--- src/rtl/rtt_pkg.sv ---
`timescale 1ns/1ps
package rtt_pkg;
    localparam int ADDR_W = 8;
    localparam int BUS_W  = 32;
    localparam int CNT_W  = 16;

    localparam logic [ADDR_W-1:0] OFS_CTRL   = 8'h00;
    localparam logic [ADDR_W-1:0] OFS_RELOAD = 8'h08;
    localparam logic [ADDR_W-1:0] OFS_COUNT  = 8'h0C;

    localparam int BIT_SRST = 0;
    localparam int BIT_GO   = 1;

    typedef enum logic [0:0] {
        ST_HALT = 1'b0,
        ST_RUN  = 1'b1
    } run_state_t;

    typedef struct packed {
        logic             srst;
        logic             go;
        logic             reload_wr;
        logic [CNT_W-1:0] reload_val;
    } bus_cmd_t;
endpackage

--- src/rtl/rtt_prescaler.sv ---
`timescale 1ns/1ps
module rtt_prescaler #(
    parameter int DIV = 250
) (
    input  logic clk,
    input  logic rst_n,
    output logic tick
);
    localparam int PW = (DIV > 1) ? $clog2(DIV) : 1;
    localparam logic [PW-1:0] LAST = PW'(DIV - 1);

    logic [PW-1:0] phase_q;

    assign tick = (phase_q == LAST);

    always_ff @(posedge clk or negedge rst_n) begin
        if (!rst_n) begin
            phase_q <= '0;
        end else if (tick) begin
            phase_q <= '0;
        end else begin
            phase_q <= phase_q + 1'b1;
        end
    end
endmodule

--- src/rtl/rtt_regfile.sv ---
`timescale 1ns/1ps
module rtt_regfile
    import rtt_pkg::*;
(
    input  logic              clk,
    input  logic              rst_n,
    input  logic [ADDR_W-1:0] bus_addr,
    input  logic              bus_we,
    input  logic [BUS_W-1:0]  bus_wdata,
    input  logic [CNT_W-1:0]  count,
    output bus_cmd_t          cmd,
    output logic [CNT_W-1:0]  reload_q,
    output logic [BUS_W-1:0]  bus_rdata
);
    localparam int PAD_W = BUS_W - CNT_W;

    logic             ctrl_wr;
    logic [BUS_W-1:0] ctrl_q;

    assign ctrl_wr        = bus_we && (bus_addr == OFS_CTRL);
    assign cmd.srst       = ctrl_wr && bus_wdata[BIT_SRST];
    assign cmd.go         = ctrl_wr && !bus_wdata[BIT_SRST] && bus_wdata[BIT_GO];
    assign cmd.reload_wr  = bus_we && (bus_addr == OFS_RELOAD);
    assign cmd.reload_val = bus_wdata[CNT_W-1:0];

    always_ff @(posedge clk or negedge rst_n) begin
        if (!rst_n) begin
            ctrl_q <= '0;
        end else if (cmd.srst) begin
            ctrl_q <= '0;
        end else if (ctrl_wr) begin
            ctrl_q <= bus_wdata;
        end
    end

    always_ff @(posedge clk or negedge rst_n) begin
        if (!rst_n) begin
            reload_q <= '0;
        end else if (cmd.srst) begin
            reload_q <= '0;
        end else if (cmd.reload_wr) begin
            reload_q <= cmd.reload_val;
        end
    end

    always_comb begin
        case (bus_addr)
            OFS_CTRL:   bus_rdata = ctrl_q;
            OFS_RELOAD: bus_rdata = {{PAD_W{1'b0}}, reload_q};
            OFS_COUNT:  bus_rdata = {{PAD_W{1'b0}}, count};
            default:    bus_rdata = '0;
        endcase
    end
endmodule

--- src/rtl/rtt_core.sv ---
`timescale 1ns/1ps
module rtt_core
    import rtt_pkg::*;
(
    input  logic             clk,
    input  logic             rst_n,
    input  logic             tick,
    input  bus_cmd_t         cmd,
    input  logic [CNT_W-1:0] reload_q,
    output run_state_t       state_q,
    output logic [CNT_W-1:0] count_q,
    output logic             expire_q
);
    run_state_t       state_d;
    logic [CNT_W-1:0] count_d;
    logic             expire_d;

    always_comb begin
        state_d = state_q;
        unique case (state_q)
            ST_HALT: if (cmd.go)   state_d = ST_RUN;
            ST_RUN:  if (cmd.srst) state_d = ST_HALT;
            default: state_d = ST_HALT;
        endcase
    end

    always_ff @(posedge clk or negedge rst_n) begin
        if (!rst_n) begin
            state_q <= ST_HALT;
        end else begin
            state_q <= state_d;
        end
    end

    always_comb begin
        count_d  = count_q;
        expire_d = 1'b0;
        if (cmd.srst) begin
            count_d = '0;
        end else if (cmd.reload_wr) begin
            count_d = cmd.reload_val;
        end else if ((state_q == ST_RUN) && tick) begin
            if (count_q != '0) begin
                count_d = count_q - 1'b1;
            end else if (reload_q != '0) begin
                count_d  = reload_q;
                expire_d = 1'b1;
            end
        end
    end

    always_ff @(posedge clk or negedge rst_n) begin
        if (!rst_n) begin
            count_q  <= '0;
            expire_q <= 1'b0;
        end else begin
            count_q  <= count_d;
            expire_q <= expire_d;
        end
    end
endmodule

--- src/rtl/reload_tick_timer.sv ---
`timescale 1ns/1ps
module reload_tick_timer
    import rtt_pkg::*;
#(
    parameter int CLK_HZ  = 250_000_000,
    parameter int TICK_HZ = 1_000_000
) (
    input  logic              clk,
    input  logic              rst_n,
    input  logic [ADDR_W-1:0] bus_addr,
    input  logic              bus_we,
    input  logic [BUS_W-1:0]  bus_wdata,
    output logic [BUS_W-1:0]  bus_rdata,
    output logic              expire_o
);
    localparam int DIV = CLK_HZ / TICK_HZ;

    logic             tick;
    bus_cmd_t         cmd;
    logic [CNT_W-1:0] reload_q;
    logic [CNT_W-1:0] count_q;
    run_state_t       run_state;

    rtt_prescaler #(.DIV(DIV)) u_presc (
        .clk  (clk),
        .rst_n(rst_n),
        .tick (tick)
    );

    rtt_regfile u_regs (
        .clk      (clk),
        .rst_n    (rst_n),
        .bus_addr (bus_addr),
        .bus_we   (bus_we),
        .bus_wdata(bus_wdata),
        .count    (count_q),
        .cmd      (cmd),
        .reload_q (reload_q),
        .bus_rdata(bus_rdata)
    );

    rtt_core u_core (
        .clk     (clk),
        .rst_n   (rst_n),
        .tick    (tick),
        .cmd     (cmd),
        .reload_q(reload_q),
        .state_q (run_state),
        .count_q (count_q),
        .expire_q(expire_o)
    );
endmodule

--- config.mk ---
export PLATFORM = sky130hd
export DESIGN_NAME = reload_tick_timer
export DESIGN_NICKNAME = d
export VERILOG_FILES = /design/src/rtl/rtt_pkg.sv /design/src/rtl/rtt_prescaler.sv /design/src/rtl/rtt_regfile.sv /design/src/rtl/rtt_core.sv /design/src/rtl/reload_tick_timer.sv
export SDC_FILE = /design/constraint.sdc
export NUM_CORES = 1
export LEC_CHECK = 0
export ABC_AREA = 1
export CAP_MARGIN = 20
export CORE_AREA = 2 2 106 108
export CTS_BUF_LIST = sky130_fd_sc_hd__clkbuf_4 sky130_fd_sc_hd__clkbuf_8 sky130_fd_sc_hd__clkbuf_16
export DETAILED_ROUTE_END_ITERATION = 6
export DIE_AREA = 0 0 108 110
export DONT_BUFFER_PORTS = 1
export PLACE_DENSITY_LB_ADDON = 0.05
export SLEW_MARGIN = 15
export SYNTH_ARGS = -nofsm -noshare
export SYNTH_HDL_FRONTEND = slang
export SYNTH_SLANG_ARGS = --single-unit
--- constraint.sdc ---
create_clock -name clk -period 2.5 [get_ports clk]
set_clock_uncertainty 0.15 [all_clocks]
set_input_delay 0.25 -clock clk [delete_from_list [all_inputs] [get_ports clk]]
set_output_delay 0.25 -clock clk [all_outputs]
set_load 0.1 [all_outputs]
---- After elaboration in Yosys (flattened, before gate mapping) ----
Index checks and enable logic that the tools add are counted.
operators by class
  add/subtract/negate cells ............... 2
  equal/unequal tests ..................... 3
  mux-type cells .......................... 19
  bitwise gates (word level) .............. 1
  reduce and logical (&&, ||, !) cells .... 15
operators with widths
  kind                     number
  $mux W16                 7
  $pmux W32 S3             1
  $mux W32                 2
  $reduce_bool A16 Y1      2
  $eq A8 B4 Y1 const B     2
  $sub A16 B1 Y16 const B  1
  $add A8 B1 Y8 const B    1
  $eq A8 B8 Y1 const B     1
  $logic_not A8 Y1         1
  $mux W8                  1
  $mux W1                  7
  $logic_and A1 B1 Y1      6
  $reduce_bool A2 Y1       2
  $reduce_bool A4 Y1       1
  $reduce_bool A3 Y1       1
  $pmux W1 S2              1
  $reduce_and A2 Y1        1
  $logic_not A1 Y1         1
  $not A1 Y1               1
word-level totals
  flip-flop bits (word level) ............. 74
  input port bits ......................... 43

---- Longest topological paths before layout ----
Gate-level depths: netlist of the first run.
  word-level depth ........................ 6
  gate-level depth with buffers ........... 12
  mapped depth without buffers ............ 12

---- Cells and area by module ----
A second synthesis of the first run with hierarchy kept.
unflattened totals
  cell total of the unflattened synthesis .. 687
  area total of the unflattened synthesis .. 4799.6 sq um
by module, submodules not included
  module         instances  cells each  area an instance (sq um)  sequential area each (sq um)
  rtt_regfile    1          345         2567.5                    1201.2
  rtt_core       1          292         1791.7                    450.4
  rtt_prescaler  1          50          440.4                     200.2

---- Least setup slack after synthesis of the first run ----
OpenSTA, ideal clock, no wires.
  kind .................................... in2out
  start point ............................. input port bus_addr[7]
  end point ............................... output port bus_rdata[12]
  arrival ................................. 2523 ps
  slack ................................... -423 ps
  stages .................................. 6
  path buffers ............................ 1
  cells stage by stage .................... nor2_1 nand2_1 inv_2 nand4_1 clkbuf_1 o221ai_1
on the way
  word-level cells in the longest chain between the ends .. 2
RTL lines
  element                                           RTL line                 text
  start, declared                                   reload_tick_timer.sv:10  input logic [ADDR_W-1:0] bus_addr,
  $eq A8 B4 Y1 or $logic_not A8 Y1 (tied branches)  rtt_regfile.sv:47        case (bus_addr)
  $pmux W32 S3 *                                    rtt_regfile.sv:47
  end, declared                                     reload_tick_timer.sv:13  output logic [BUS_W-1:0] bus_rdata,
Every way passes the cells marked *; elsewhere a longest branch is shown, timed or not.

---- Final worst setup path of the first run ----
  start point ............................. register u_core.count_q[0]
  end point ............................... register u_core.count_q[14]
on the way
  word-level cells in the longest chain between the ends .. 5
RTL lines
  element                                                 RTL line                        text
  start, declared                                         rtt_core.sv:11                  output logic [CNT_W-1:0] count_q,
  start signal, assigned                                  rtt_core.sv:57                  count_q <= count_d;
  $sub A16 B1 Y16 or $reduce_bool A16 Y1 (tied branches)  rtt_core.sv:44, rtt_core.sv:43
  $mux W16                                                rtt_core.sv:43                  if (count_q != '0) begin
  $mux W16                                                rtt_core.sv:42                  end else if ((state_q == ST_RUN) && tick) begin
  $mux W16                                                rtt_core.sv:40                  end else if (cmd.reload_wr) begin
  $mux W16                                                rtt_core.sv:38                  if (cmd.srst) begin
Parallel ways exist; a longest one is shown, timed or not. The select of a mux whose other input is x is not followed.
A chain may end at the register's enable or synchronous reset.

==> results.json, run 1 <==
{
  "crit_path_frequent_cell": "nand2_4",
  "hp-class": "input port to flip-flop",
  "synth_edf_count": 0,
  "synth_common_cells": "nand2_1, dfrtp_1, nand3_1, nor2_1, inv_1",
  "start_util_pct": 39.30,
  "powerDensity_mw_per_mm2": 450.7,
  "cts.sinks": 74,
  "p_comb_share_pct": 11.9,
  "hold_ws_ps": 9.379,
  "clkTransAtPathRegs_ps": 80,
  "max_clock_freq_ghz": 0.4645,
  "drt-wirelength-per-cell_um": 15.85,
  "core-area_mm2": 0.01070,
  "avgViaCountPerCell": 5.099,
  "drive_gt1_share_pct": 17.71,
  "synth_ff_type": "dfrtp_1",
  "vdd.ir_drop.worst_mv": 0.2721,
  "arrival_ps": 2250,
  "cp-end-kind": "flip-flop",
  "clock_latency_ps": 360,
  "switchingPower_mw": 0.7127,
  "required_ps": 2600,
  "setup_viol": 0,
  "gp_congestion": 0.9017,
  "synthDistinctLibCells": 33,
  "tritoncts": "built",
  "drv_cap": 0,
  "postLayoutCellArea_mm2": 0.005687,
  "drcViolationCount": 0,
  "worstReg2RegStart": "u_core.count_q[0]$_DFFE_PN0P_",
  "holdCritStartpoint": "bus_wdata[12]",
  "clock_path_buffers": 2,
  "antennaDiodeCount": 0,
  "p_clk_share_pct": 36.7,
  "grt_pass1_vias": 4032,
  "synth_area_mm2": 0.004204,
  "drtIter0Drc": 267,
  "power_mw": 2.563,
  "die_w_um": 108,
  "dp_slack_ps": 357.6,
  "overflow": 0,
  "maxSlewHeadroom_pct": 41.88,
  "track_usage_pct": 22.72,
  "reg2reg_to": "u_core.count_q[14]$_DFFE_PN0P_",
  "vias": 3967,
  "grt_pass1_wl_um": 20650,
  "port_buffers": 0,
  "netlist.top_cell.by_area": "dfrtp_1",
  "die_h_um": 110,
  "grt_max_degree": 75,
  "fin_crit_sh_pct": 86.11,
  "p_leak_nw": 2.762,
  "setup_slack_ps": 347.3,
  "path_max_fanout": 28,
  "switching_share_pct": 27.81,
  "start_kind": "flip-flop",
  "antenna_found_initial": 0,
  "crit_path_start": "u_core.count_q[0]$_DFFE_PN0P_",
  "ios": 76,
  "dpl-instance-area_mm2": 0.005160,
  "outcome": "completed",
  "synth_cells": 567,
  "critical-path-max-stage-delay_ps": 410,
  "numCtsBuffers": 9,
  "yosysMostFrequentCell": "nand2_1",
  "rows": 38,
  "firstDrtPassIters": 4,
  "worst_pin_slew_ps": 872.4,
  "rsz0062_at_grt": "no",
  "area_delta_synth_final_pct": 35.27,
  "cp_cell_sequence": "inv_1 -> ha_1 -> nand3_1 -> nor2_4 -> nand2_4 -> nand2_4 -> nand2_4 -> nor2_8 -> nor2_1 -> nand2_1 -> nand2_1",
  "async_reset_ff_share_pct": 100.0,
  "dieArea_mm2": 0.01188,
  "synth_area_leaders": "dfrtp_1, nand2_1, nand3_1",
  "p_int_mw": 1.850,
  "wl_um": 12330,
  "htree_levels": 3,
  "slew_viol_final": 0,
  "synth_top_area_share_pct": 44.05,
  "rrSetupSlack_ps": 350,
  "synth_area_per_cell_um2": 7.415,
  "critPathCapture": "u_core.count_q[14]$_DFFE_PN0P_",
  "hold_viol_final": 0,
  "rr_worst_depth": 11,
  "finalCriticalPeriod_ps": 2153,
  "postCtsSetupRepairBufs": 0,
  "worstSetupPathType": "flip-flop to flip-flop",
  "yosysWarnings": 0,
  "seq_area_frac_synth_pct": 44.05,
  "cp_slowest_cell": "dfrtp_1",
  "cts-root-buf": "clkbuf_8",
  "seq_power_share_pct": 51.5,
  "syn_nets": 614,
  "ys_ff_latch": 74,
  "fin_nets": 680,
  "place_hpwl_um": 8515,
  "fillCellCount": 1050,
  "postRouteAntennaNets": 0
}
==> cell usage in the layout (no fill, tap or decap), types with 2 or more instances in the layout <==
master / n
a21oi_1: 12
buf_12: 27
buf_16: 7
buf_4: 9
clkbuf_8: 9
clkinv_1: 3
clkinv_2: 4
dfrtp_1: 74
dlygate4sd3_1: 31
ha_1: 4
inv_1: 59
inv_2: 3
nand2_1: 164
nand2_2: 3
nand2_4: 4
nand3_1: 70
nand4_1: 2
nor2_1: 44
nor2_2: 21
nor2_4: 4
nor2_8: 2
nor3_1: 4
o211ai_1: 7
o21a_1: 9
o21ai_0: 38
o21ai_2: 4
o221ai_2: 10
xor2_1: 2
==> repair_timing <==
action | CTS | global route
gates resized for setup | 0 | 0
hold buffers | 32 | 0
endpoints found under the hold margin | 113 | 0
==> registers in the layout, indices dropped and copies added (netlist names) <==
signal / flops
u_core.count_q: 16
u_core.expire_q: 1
u_core.state_q: 1
u_presc.phase_q: 8
u_regs.ctrl_q: 32
u_regs.reload_q: 16
==> cell families after synthesis <==
family	synth area share, %
AND/OR/NAND/NOR	34.02
buffers and inverters	8.482
AO/OA/AOI/OAI	11.84
flip-flops	44.05
adder cells (fa/ha/maj)	1.191
XOR/XNOR	0.4167
==> worst min path at each step <==
| stage | end | slack, ps | cells after the start |
|---|---|---|---|
| final | u_regs.reload_q[12]$_DFFE_PN0N_ | 9 | 2 |
| after global routing | u_regs.ctrl_q[6]$_DFFE_PN0P_ | 9 | 2 |
| after CTS | u_regs.reload_q[12]$_DFFE_PN0N_ | 2 | 2 |
| after detailed placement | u_presc.phase_q[4]$_DFF_PN0_ | -190 | 0 |
| after global placement | u_presc.phase_q[4]$_DFF_PN0_ | -190 | 0 |
| after floorplan | u_core.count_q[0]$_DFFE_PN0P_ | -200 | 0 |
==> power by group through the flow <==
stage	combinational [mW]	sequential (mW)	clock [mW]
floorplan	0.182	1.32	0
global placement	0.230	1.34	0
detailed placement	0.233	1.34	0
CTS	0.307	1.32	0.971
global route	0.346	1.33	1.03
finish	0.304	1.32	0.940
==> critical path: cells and delay by family, from the launching register on <==
family	cells	cell delay, ps
simple gates	9	1130
fa+ha+maj	1	170
buf+inv	1	170
flops	1	410
==> metrics by stage <==
step,utilization [%],cells,TNS [ps]
floorplan,-,567,-4832
global placement,48.23,730,0
detailed placement,48.23,730,0
CTS,53.16,778,0
global route,53.16,778,0
finish,53.16,778,0
==> area by class of cell <==
class	instances	area, um2	share of cell area [%]
clock buffer	10	131.4	2.310
clock inverter	6	57.56	1.012
inverter	65	244.0	4.290
multi-input combinational	409	2116	37.21
sequential	74	1852	32.56
tap	140	175.2	3.080
timing repair buffer	74	1111	19.54
==> layer usage <==
metal / part of all wire [%] / track usage, % / vias up
met5: 0 / 0 / -
met4: 1.7 / 6.502 / 0
met3: 5.5 / 5.467 / 14
met2: 47 / 37.02 / 99
met1: 46 / 30.29 / 1891
li1: - / - / 1963
Power figures use the tool's default switching activity.
==> run 2: changes to the inputs <==
Settings changed: CORE_AREA 2 2 106 108 to 2 2 110 112, DIE_AREA 0 0 108 110 to 0 0 112 114, TNS_END_PERCENT set to 10.
==> run 2 against run 1 <==
Effect of this change:
- total power up 14%
- final cell count up 0.64%
- fmax up 0.19%
- first-iteration DRC count down 13%
- sequential share of layout area down 0.43 points
- global-route usage down 2.4 points
- die area up 7.5%
- clock-buffer cell count up 2
- critical endpoint is now u_core.count_q[9]$_DFFE_PN0P_
==> results.json, run 2 (synthesis results as in run 1) <==
{
  "rsz0062_at_grt": "no",
  "finalCriticalPeriod_ps": 2149,
  "final_cell_mix": "nand2_1, dfrtp_1, nand3_1, inv_1, nor2_1",
  "start_kind": "flip-flop",
  "numCtsBuffers": 9,
  "cts.repair.resized": 0,
  "ios": 76,
  "place_hpwl_um": 8980,
  "antennaDiodeCount": 0,
  "holdCritStartpoint": "bus_wdata[1]",
  "clock_latency_ps": 340,
  "final_cells": 783,
  "overflow": 0,
  "multi_input_area_mm2": 0.002098,
  "path_max_fanout": 28,
  "reg_top3": "u_regs.ctrl_q x32, u_core.count_q x16, u_regs.reload_q x16",
  "tritoncts": "built",
  "postCtsSetupRepairBufs": 0,
  "postRouteAntennaNets": 0,
  "hold_ws_ps": 13.51,
  "max_clock_freq_ghz": 0.4654,
  "outcome": "completed",
  "largest_register_ffs": 32,
  "rr_worst_depth": 11,
  "fin_nets": 679,
  "dieArea_mm2": 0.01277,
  "die_w_um": 112,
  "core-area_mm2": 0.01171,
  "maxSlewHeadroom_pct": 42.80,
  "cts-root-buf": "clkbuf_16",
  "min_path_cells": 3,
  "worstSetupPathType": "flip-flop to flip-flop",
  "fillCellCount": 1165,
  "hp-class": "input port to flip-flop",
  "regArea_mm2": 0.001852,
  "port_buffers": 0,
  "required_ps": 2580,
  "regMostFlops": "u_regs.ctrl_q",
  "powerDensity_mw_per_mm2": 508.0,
  "reg2reg_to": "u_core.count_q[9]$_DFFE_PN0P_",
  "worstReg2RegStart": "u_core.count_q[0]$_DFFE_PN0P_",
  "grt_pass1_wl_um": 20340,
  "post-place-cells": 736,
  "avgViaCountPerCell": 4.937,
  "wl_um": 12150,
  "htree_levels": 3,
  "cts.sinks": 74,
  "setup_viol": 0,
  "hold_viol_final": 0,
  "vdd.ir_drop.worst_mv": 0.3356,
  "cp-end-kind": "flip-flop",
  "arrival_ps": 2230,
  "fin_crit_sh_pct": 85.95,
  "rrSetupSlack_ps": 350,
  "drive_gt1_share_pct": 16.98,
  "area_delta_synth_final_pct": 37.08,
  "drv_cap": 0,
  "drt-wirelength-per-cell_um": 15.52,
  "clock_path_buffers": 2,
  "rows": 40,
  "drtIter0Drc": 232,
  "track_usage_pct": 20.32,
  "vias": 3866,
  "worst_pin_slew_ps": 858.6,
  "firstDrtPassIters": 4,
  "drcViolationCount": 0,
  "gp_congestion": 0.8492,
  "hold_end": "u_regs.reload_q[1]$_DFFE_PN0N_",
  "p_leak_nw": 2.801,
  "slew_viol_final": 0,
  "grt_pass1_vias": 3899,
  "die_h_um": 114,
  "grt_max_degree": 75,
  "mostFrequentLayoutCell": "nand2_1",
  "start_util_pct": 35.90,
  "clkTransAtPathRegs_ps": 60,
  "antenna_found_initial": 0
}
run 2: cell count changes in the layout (fill, tap and decap cells not counted), moves of 2 or more:
cell       delta
clkinv_2      -2
nor2_4        -2
nor2_1        +2
clkbuf_8      -8
clkbuf_16     +9
run 2: layout make-up:
type / instances / area share [%]
multi-input cells: 409 / 36.41
flip-flops and latches: 74 / 32.13
repair buffers: 73 / 18.93
clock buffers: 12 / 4.407
inverters: 65 / 4.234
well taps: 147 / 3.191
clock inverters: 3 / 0.6947
run 2: routing by layer:
layer  share of wire [%]  track usage [%]  wire, um
met5                   0                0         0
met4                 1.6            7.561       189
met3                 6.4            4.782       778
met2                  45            31.23      5511
met1                  47            28.09      5671
run 2: critical path: stages (launching register included):
cell and delay [ps]:
dfrtp_1 400, inv_1 200, ha_1 180, nand3_1 110, nor2_4 230, nand2_4 80, nand2_4 80, nand2_4 60
nor2_8 350, nor2_1 80, nand2_1 70, nand2_1 50
run 2: how the worst max path moves through the flow:
stage,from,to,slack (ps),cells after the start
3_3_place_gp,u_core.count_q[0]$_DFFE_PN0P_,u_core.count_q[9]$_DFFE_PN0P_,420,11
6_report,u_core.count_q[0]$_DFFE_PN0P_,u_core.count_q[9]$_DFFE_PN0P_,350,11
5_1_grt,u_core.count_q[0]$_DFFE_PN0P_,u_core.count_q[5]$_DFFE_PN0P_,140,11
2_1_floorplan,bus_addr[7],bus_rdata[12],-420,6
3_5_place_dp,u_core.count_q[0]$_DFFE_PN0P_,u_core.count_q[14]$_DFFE_PN0P_,350,11
4_1_cts,u_core.count_q[0]$_DFFE_PN0P_,u_core.count_q[13]$_DFFE_PN0P_,330,11
run 2: metrics by stage:
stage	worst slack [ps]	cell area [um2]	power [mW]	setup TNS (ps)	utilization [%]
after floorplan	-422.7	4204	1.501	-8056	-
after global placement	418.8	5131	1.571	0	43.81
after detailed placement	346.7	5131	1.574	0	43.81
after CTS	333.4	5763	2.967	0	49.21
after global routing	141.4	5763	3.063	0	49.21
final	351.3	5763	2.928	0	49.21
run 2: what timing repair did:
item	in CTS	in global routing
hold endpoints to repair	105	0
endpoints found under the setup margin	0	0
hold buffers	32	0
run 2: power breakdown:
group          internal (mW)  total (mW)  switching (mW)  leakage, nW
clock                  0.813        1.31           0.493        0.149
sequential              1.27        1.32          0.0493        0.870
combinational          0.118       0.305           0.187         1.78
total                   2.20        2.93           0.729         2.80
